<file path="config.mk">
export PLATFORM = sky130hd
export DESIGN_NAME = tagged_sync_mem
export DESIGN_NICKNAME = d
export VERILOG_FILES = /design/src/rtl/tagged_sync_mem.sv
export SDC_FILE = /design/constraint.sdc
export NUM_CORES = 2
export LEC_CHECK = 0
export ABC_AREA = 1
export BUFFER_PORTS_ARGS = -buffer_cell sky130_fd_sc_hd__buf_2
export CAP_MARGIN = 20
export CORE_ASPECT_RATIO = 0.9
export CORE_MARGIN = 5
export CORE_UTILIZATION = 35
export DETAILED_ROUTE_END_ITERATION = 8
export HOLD_SLACK_MARGIN = 0.03
export SYNTH_ARGS = -nofsm -noshare
export SYNTH_HDL_FRONTEND = slang
export SYNTH_SLANG_ARGS = --single-unit
</file>
<file path="constraint.sdc">
create_clock -name clk -period 11 [get_ports clk]
set_input_delay 1.1 -clock clk [delete_from_list [all_inputs] [get_ports clk]]
set_output_delay 1.1 -clock clk [all_outputs]
set_load 0.03 [all_outputs]
</file>
<file path="src/rtl/tagged_sync_mem.sv">
module tagged_sync_mem #(
  parameter int BYTE_AW     = 7,
  parameter int DOMAINS     = 16,
  parameter int RETRY_W     = 4,
  parameter int RESET_LIMIT = 3,
  localparam int WORDS = 1 << (BYTE_AW - 3),
  localparam int DOM_W = $clog2(DOMAINS)
) (
  input  logic               clk,
  input  logic               rst_n,
  input  logic               req_valid,
  input  logic               req_store,
  input  logic [1:0]         req_mode,
  input  logic [DOM_W-1:0]   req_domain,
  input  logic [RETRY_W-1:0] req_retry,
  input  logic [BYTE_AW-1:0] req_addr,
  input  logic [63:0]        req_wdata,
  input  logic               req_tag_we,
  input  logic [3:0]         req_tag,
  input  logic [1:0]         req_inject,
  input  logic               lim_we,
  input  logic [DOM_W-1:0]   lim_domain,
  input  logic [RETRY_W-1:0] lim_value,
  output logic               rsp_valid,
  output logic [2:0]         rsp_code,
  output logic [63:0]        rsp_rdata,
  output logic [3:0]         rsp_tag
);
  localparam logic [2:0] C_OK = 3'd0, C_RETRY = 3'd1, C_LIMIT = 3'd2,
                         C_TRAP = 3'd3, C_FWD = 3'd4, C_ERR = 3'd5;

  function automatic logic [71:0] enc(input logic [63:0] d, input int k, input int n);
    logic [71:0] c;
    int di;
    c = '0;
    di = 0;
    for (int p = 1; p < 72; p++)
      if (p <= n && (p & (p - 1)) != 0 && di < k) begin
        c[p] = d[di];
        di++;
      end
    for (int j = 0; j < 7; j++) begin
      logic x;
      x = 1'b0;
      for (int p = 1; p < 72; p++)
        if (p <= n && ((p >> j) & 1) == 1) x ^= c[p];
      if ((1 << j) <= n) c[1 << j] = x;
    end
    c[0] = ^c;
    return c;
  endfunction

  function automatic logic [6:0] syn(input logic [71:0] c, input int n);
    logic [6:0] s;
    s = '0;
    for (int p = 1; p < 72; p++)
      if (p <= n && c[p]) s ^= 7'(p);
    return s;
  endfunction

  function automatic logic [71:0] fix(input logic [71:0] c, input int n);
    logic [71:0] r;
    logic [6:0] s;
    r = c;
    s = syn(c, n);
    if (^c && int'(s) <= n) r[s] = ~r[s];
    return r;
  endfunction

  function automatic logic unc(input logic [71:0] c, input int n);
    logic [6:0] s;
    s = syn(c, n);
    return (s != 0 && !(^c)) || (^c && int'(s) > n);
  endfunction

  function automatic logic [63:0] ext(input logic [71:0] c, input int k, input int n);
    logic [63:0] r;
    int di;
    r = '0;
    di = 0;
    for (int p = 1; p < 72; p++)
      if (p <= n && (p & (p - 1)) != 0 && di < k) begin
        r[di] = c[p];
        di++;
      end
    return r;
  endfunction

  logic [71:0]        mem_d [WORDS];
  logic [7:0]         mem_t [WORDS];
  logic [RETRY_W-1:0] lim   [DOMAINS];

  logic [BYTE_AW-4:0] widx;
  logic [71:0] dcw, tcw;
  logic [63:0] dval, nd;
  logic [3:0]  tval, nt;
  logic        bad, pass, wr;
  logic [2:0]  code;
  logic [71:0] dflip;
  logic [7:0]  tflip;

  assign widx = req_addr[BYTE_AW-1:3];
  assign dcw  = mem_d[widx];
  assign tcw  = {64'b0, mem_t[widx]};
  assign bad  = unc(dcw, 71) | unc(tcw, 7);
  assign dval = ext(fix(dcw, 71), 64, 71);
  assign tval = 4'(ext(fix(tcw, 7), 4, 7));
  assign pass = (req_mode == 2'd1) ? tval[0] :
                (req_mode == 2'd2) ? (req_store ? !tval[0] : tval[0]) : 1'b1;
  assign dflip = !req_store ? 72'h0 : (req_inject == 2'd1) ? 72'h2 :
                 (req_inject == 2'd2) ? 72'h6 : 72'h0;
  assign tflip = (req_store && req_inject == 2'd3) ? 8'h6 : 8'h0;

  always_comb begin
    code = C_OK;
    wr   = 1'b0;
    nd   = dval;
    nt   = tval;
    if (bad) code = C_ERR;
    else if (req_store && req_tag_we) begin
      wr = 1'b1;
      nd = req_wdata;
      nt = req_tag;
    end
    else if (tval[1]) code = C_FWD;
    else if (req_store ? tval[3] : tval[2]) code = C_TRAP;
    else if (!pass) code = (req_retry >= lim[req_domain]) ? C_LIMIT : C_RETRY;
    else begin
      wr = 1'b1;
      if (req_store) nd = req_wdata;
      if (req_mode == 2'd2) nt[0] = req_store;
      else if (req_mode == 2'd3 && req_store) nt[0] = 1'b1;
    end
  end

  always_ff @(posedge clk) begin
    if (!rst_n) begin
      for (int i = 0; i < WORDS; i++) begin
        mem_d[i] <= '0;
        mem_t[i] <= '0;
      end
      for (int i = 0; i < DOMAINS; i++) lim[i] <= RETRY_W'(RESET_LIMIT);
      rsp_valid <= 1'b0;
      rsp_code  <= C_OK;
      rsp_rdata <= '0;
      rsp_tag   <= '0;
    end else begin
      rsp_valid <= req_valid;
      if (lim_we) lim[lim_domain] <= lim_value;
      if (req_valid) begin
        rsp_code  <= code;
        rsp_rdata <= (code == C_FWD || (code == C_OK && !req_store)) ? dval : 64'h0;
        rsp_tag   <= bad ? 4'h0 : nt;
        if (wr) begin
          mem_d[widx] <= enc(nd, 64, 71) ^ dflip;
          mem_t[widx] <= 8'(enc({60'b0, nt}, 4, 7)) ^ tflip;
        end
      end
    end
  end
endmodule

</file>
After elaboration in Yosys (flattened, before gate mapping)
Memories as Yosys holds them, arrays and structs flattened. Index checks and enable logic that the tools add are counted.

Flip-flop bits (word level): 72. Bits in writable memories: 1344. Input port bits: 101. Output and inout port bits: 72. Word-level logic and storage cells: 2047. Memories kept: 3.

Memories: mem_d (words 16, bits a word 72, rd ports 1, clocked after Yosys merged registers in 0, write ports 16, RTL line 89) `logic [71:0] mem_d [WORDS];`; mem_t (words 16, bits a word 8, rd ports 1, clocked after Yosys merged registers in 0, write ports 16, RTL line 90) `logic [7:0] mem_t [WORDS];`; lim (words 16, bits a word 4, rd ports 1, clocked after Yosys merged registers in 0, write ports 16, RTL line 91) `logic [RETRY_W-1:0] lim [DOMAINS];`.

Add/sub/neg operators: 63. Order comparisons: 140. Eq/ne operators: 7. Multiplexer cells: 1508. Bitwise logic cells: 293. Reductions and logical operators: 29.

Operator list (number): 32-bit 2-to-1 mux (259); 32-bit by 8-bit < comparator with 1-bit output, second input constant (128); 32-bit by 2-bit adder with 32-bit output, second input constant (63); 1-bit 2-to-1 mux (1073); 64-bit 2-to-1 mux (7); 1-bit binary-select mux with 6-bit select (66); 72-bit parity (4); 1-bit bitwise XOR (212); 6-bit 2-to-1 mux (32); 72-bit bitwise mux (2); 72-bit 2-to-1 mux (2); 32-bit by 4-bit < comparator with 1-bit output, second input constant (3); 5-bit 2-to-1 mux (16); 3-bit NOT (24); 72-bit OR reduction (1); 72-bit by 3-bit bitwise XOR with 72-bit output (1); 4-bit NOT (16); 4-bit 2-to-1 mux (14); 7-bit 2-to-1 mux (8); 3-bit 2-to-1 mux (18); 2-bit NOT (21); 5-bit NOT (6); 8-bit 2-to-1 mux (2); 1-bit binary-select mux with 7-bit select (2); other kinds (26) (60).

Longest topological paths before layout
An unclocked memory read counts as a cell.

Depth after elaboration: 468. Gate-level depth with buffers: 69. Gate-level depth less buffers: 64.

Worst setup path before layout
No wires, ideal clock.

Kind: input to register. From: input port req_addr[3]. To: memory mem_d[3][0] (enable). Setup time: 0.441 ns. Arrival: 6.675 ns. Required time: 10.559 ns. Setup slack: 3.884 ns. Cell stages on the path: 27. Buffers on the path: 6. Cells stage by stage: buf_4 -> nand2_4 -> inv_2 -> buf_6 -> buf_4 -> buf_2 -> buf_4 -> a22oi_1 -> a21oi_1 -> or4_1 -> xor2_1 -> xor2_1 -> xor2_1 -> inv_1 -> nor2_1 -> nand2_1 -> o21ai_2 -> and2_1 -> nand2_1 -> nor3_1 -> inv_1 -> nor2_1 -> inv_1 -> nor2_1 -> inv_2 -> clkbuf_1 -> nand2_1.

RTL lines: start: declaration (RTL line 16) `input logic [BYTE_AW-1:0] req_addr,`; end: declaration (RTL line 89).

==> reports/summary.txt <==
syn_area_per_cell = 8.74 sq um
Row Count = 156
Least-Margin Pin Slew = 1.18 ns
setup bufs post-CTS = 0
via/cell ratio = 5.43
flop2flop setup slack = 2.17 ns
Layout area overhead = 12.5%
CTS H-Tree Depth = 4
Setup CP Type = input pin to flop
startpoint types = input pin
fraction of registers with async set/reset = 0%
Relative slew margins = 20.7%
Final GP Congestion = 0.984
Setup TNS Final = 0 ns
Final #Nets = 8205
Post-DP Area = 0.0747 sq mm
clock tree sinks = 1416
Crit-path slowest cell = nor2_1
Residual DRC = 0
Yosys cell types = 57
Worst EP arrival = 10.47 ns
area leader, netlist = edfxtp_1
EDFF count, synth = 1344
initial antenna violation count = 6
CP Capture Point = mem_d[7][0]$_SDFFCE_PN0P_
Final HPWL DP = 169 mm
power density cells = 292 mW/mm^2
Final Cycle Share = 90.5%
most used flip-flop cell after synthesis = edfxtp_1
most common cell after layout, fill and taps aside = nand2_1
number of synthesized register bits = 1416
worst r2r src = mem_d[8][14]$_SDFFCE_PN0P_
RSZ-0062 raised after global routing = false
Worst EP required = 11.51 ns
status = finished clean
layout cells sized above 1 = 9.02%
Hold Crit Class = flop to flop
syn_nets = 8158
Max clock buf depth = 3
DR iter-0 viols = 7388
count of final hold-check violations = 0
hold bufs inserted after CTS = 0
Worst Setup End Kind = flop
Num CTS Buffers = 145
Peak supply drop = 1110 uV
largest delay contributor family on the critical path = simple AND/OR/NAND/NOR gates
Die Span Y = 435 um
critical path depth = 46
post-synthesis sequential area ratio = 59.4%
I/O pin count = 173
Routed WL per cell = 24.3 um
GR Util All Layers = 24.6%
Setup crit start = req_addr[4]
final instance area = 0.0792 sq mm
Max Fclk = 0.100 GHz
Chip Width = 483 um
clk_skew = 0.0266 ns
WP buf/inv = 9
Routed WL = 265 mm
Tot Pwr = 23.1 mW
most frequent cells in the layout = nand2_1, nor2_1, edfxtp_1
first-pass GRT wire length = 381 mm
Yosys top cell area share = 57.3%
maxcap violations = 0
Overflow after GRT = 0
vias = 59.1k
Post-CTS Resized = 0
Core ar. = 0.200 sq mm
Initial Utilization = 35.1%
top cells by area, synth = edfxtp_1, nand2_1, nor2_1
yosys warns = 0
Crit path largest cell delay = 0.76 ns
router iterations before antenna repair = 8
P_leak = 32.9 nW
worst reg2reg path depth = 44
Slew Viols, Final = 0
Worst-Skew Late Latency = 0.81 ns
clock slew seen by the registers of the worst setup and hold paths = 0.06 ns
number of global-route vias before repair = 54.9k
Root Driver = clkbuf_16
Final min period = 9.96 ns
CTS tree = yes
Final ANT Viol Nets = 0
Crit path top cell by count = nand2_1
crit-path max FO = 140
Netlist Area Pre-Place = 0.0704 sq mm
reg2reg end = mem_d[7][0]$_SDFFCE_PN0P_
die area = 0.210 sq mm
Port Buffers = 169
largest net degree at the start of global routing = 141
Post-Synthesis Cells = 8051
Final setup viols = 0
Yosys cell counts, types with 2 or more instances:
cell	instances
nand2_1	3050
nor2_1	1580
edfxtp_1	1344
nand3_1	300
inv_1	291
clkbuf_1	263
a22oi_1	150
nand4_1	149
buf_2	133
o21ai_0	118
a21oi_1	72
dfxtp_1	72
xor2_1	64
inv_2	49
buf_1	48
a32o_1	44
buf_4	37
o21ai_1	33
xnor2_1	29
buf_6	23
or2_1	21
nand2_2	20
o211ai_1	19
or2_0	18
mux2i_1	17
nor2_2	16
nand3b_1	10
o22ai_1	10
or2_2	8
ha_1	6
nor3_1	6
o21ai_2	6
o21ai_4	6
o21bai_1	4
a31oi_1	3
nor2_4	3
o21bai_2	3
xor2_2	3
a22oi_2	2
a31oi_2	2
and2_1	2
or3_1	2
metal layers:
layer  global-route usage (%)  share of wire, %  routed length (um)  vias to the layer above
met5                        0            0.0049                  13                        -
met1                     34.6                41              110000                    28938
li1                         -                 -                   -                    26425
met3                     4.08               9.9               26100                      557
met4                     9.57               4.2               11000                        2
met2                     37.9                45              119000                     3214
worst min path at each step:
stage / start / endpoint / slack, ns / cells after the start
after floorplan: rsp_rdata[28]$_SDFFE_PN0P_ / rsp_rdata[28]$_SDFFE_PN0P_ / 0.60 / 2
after global placement: rsp_rdata[32]$_SDFFE_PN0P_ / rsp_rdata[32]$_SDFFE_PN0P_ / 0.46 / 2
after detailed placement: rsp_rdata[61]$_SDFFE_PN0P_ / rsp_rdata[61]$_SDFFE_PN0P_ / 0.47 / 2
after CTS: rsp_rdata[61]$_SDFFE_PN0P_ / rsp_rdata[61]$_SDFFE_PN0P_ / 0.48 / 2
after global routing: rsp_rdata[32]$_SDFFE_PN0P_ / rsp_rdata[32]$_SDFFE_PN0P_ / 0.49 / 2
final: rsp_rdata[32]$_SDFFE_PN0P_ / rsp_rdata[32]$_SDFFE_PN0P_ / 0.48 / 2
worst register-to-register path, delay by kind of cell (launching register included):
kind,cells,cell delay (ns)
AND/OR/NAND/NOR,37,5.74
flip-flops,1,0.37
AO/OA/AOI/OAI,2,1.49
buffers and inverters,5,0.95
layout make-up:
type,count,area (sq um)
Clock buffer,197,3890
Sequential cell,1416,41800
Antenna cell,2,5.00
Fill cell,19952,121000
Tap cell,2686,3360
Multi-Input combinational cell,5790,25100
Clock inverter,64,549
Inverter,341,1340
Timing Repair Buffer,404,3170
stage by stage:
| stage | utilization (%) | setup WS [ns] | hold WS (ns) | instances |
|---|---|---|---|---|
| 2_1_floorplan | - | 3.88 | 0.600 | 8051 |
| 3_3_place_gp | 37.3 | 0.628 | 0.461 | 10634 |
| 3_5_place_dp | 37.3 | 0.489 | 0.470 | 10634 |
| 4_1_cts | 39.5 | 1.32 | 0.479 | 10895 |
| 5_1_grt | 39.5 | 0.520 | 0.493 | 10900 |
| 6_report | 39.5 | 1.04 | 0.477 | 10900 |
logic make-up (layout without fill, tap and decap cells):
logic type | Yosys count | after routing | share of synthesized area, %
xor+xnor | 96 | 96 | 1.23
flops | 1416 | 1416 | 59.4
simple gates | 5193 | 5193 | 29.2
buf+inv | 845 | 1006 | 5.19
fa+ha+maj | 6 | 6 | 0.107
mux | 17 | 17 | 0.242
compound gates | 478 | 478 | 4.60
other cells | 0 | 2 | 0
power by group:
part           switching [mW]  internal (mW)
logic                    9.04           3.00
registers              0.0796           6.17
clock network            2.16           2.63
sequential cells by signal (all words and copies together) (netlist names):
signal,count
rsp_valid,1
rsp_code,3
mem_t,128
rsp_tag,4
lim,64
rsp_rdata,64
mem_d,1152
(Power assumes the default switching activity.)
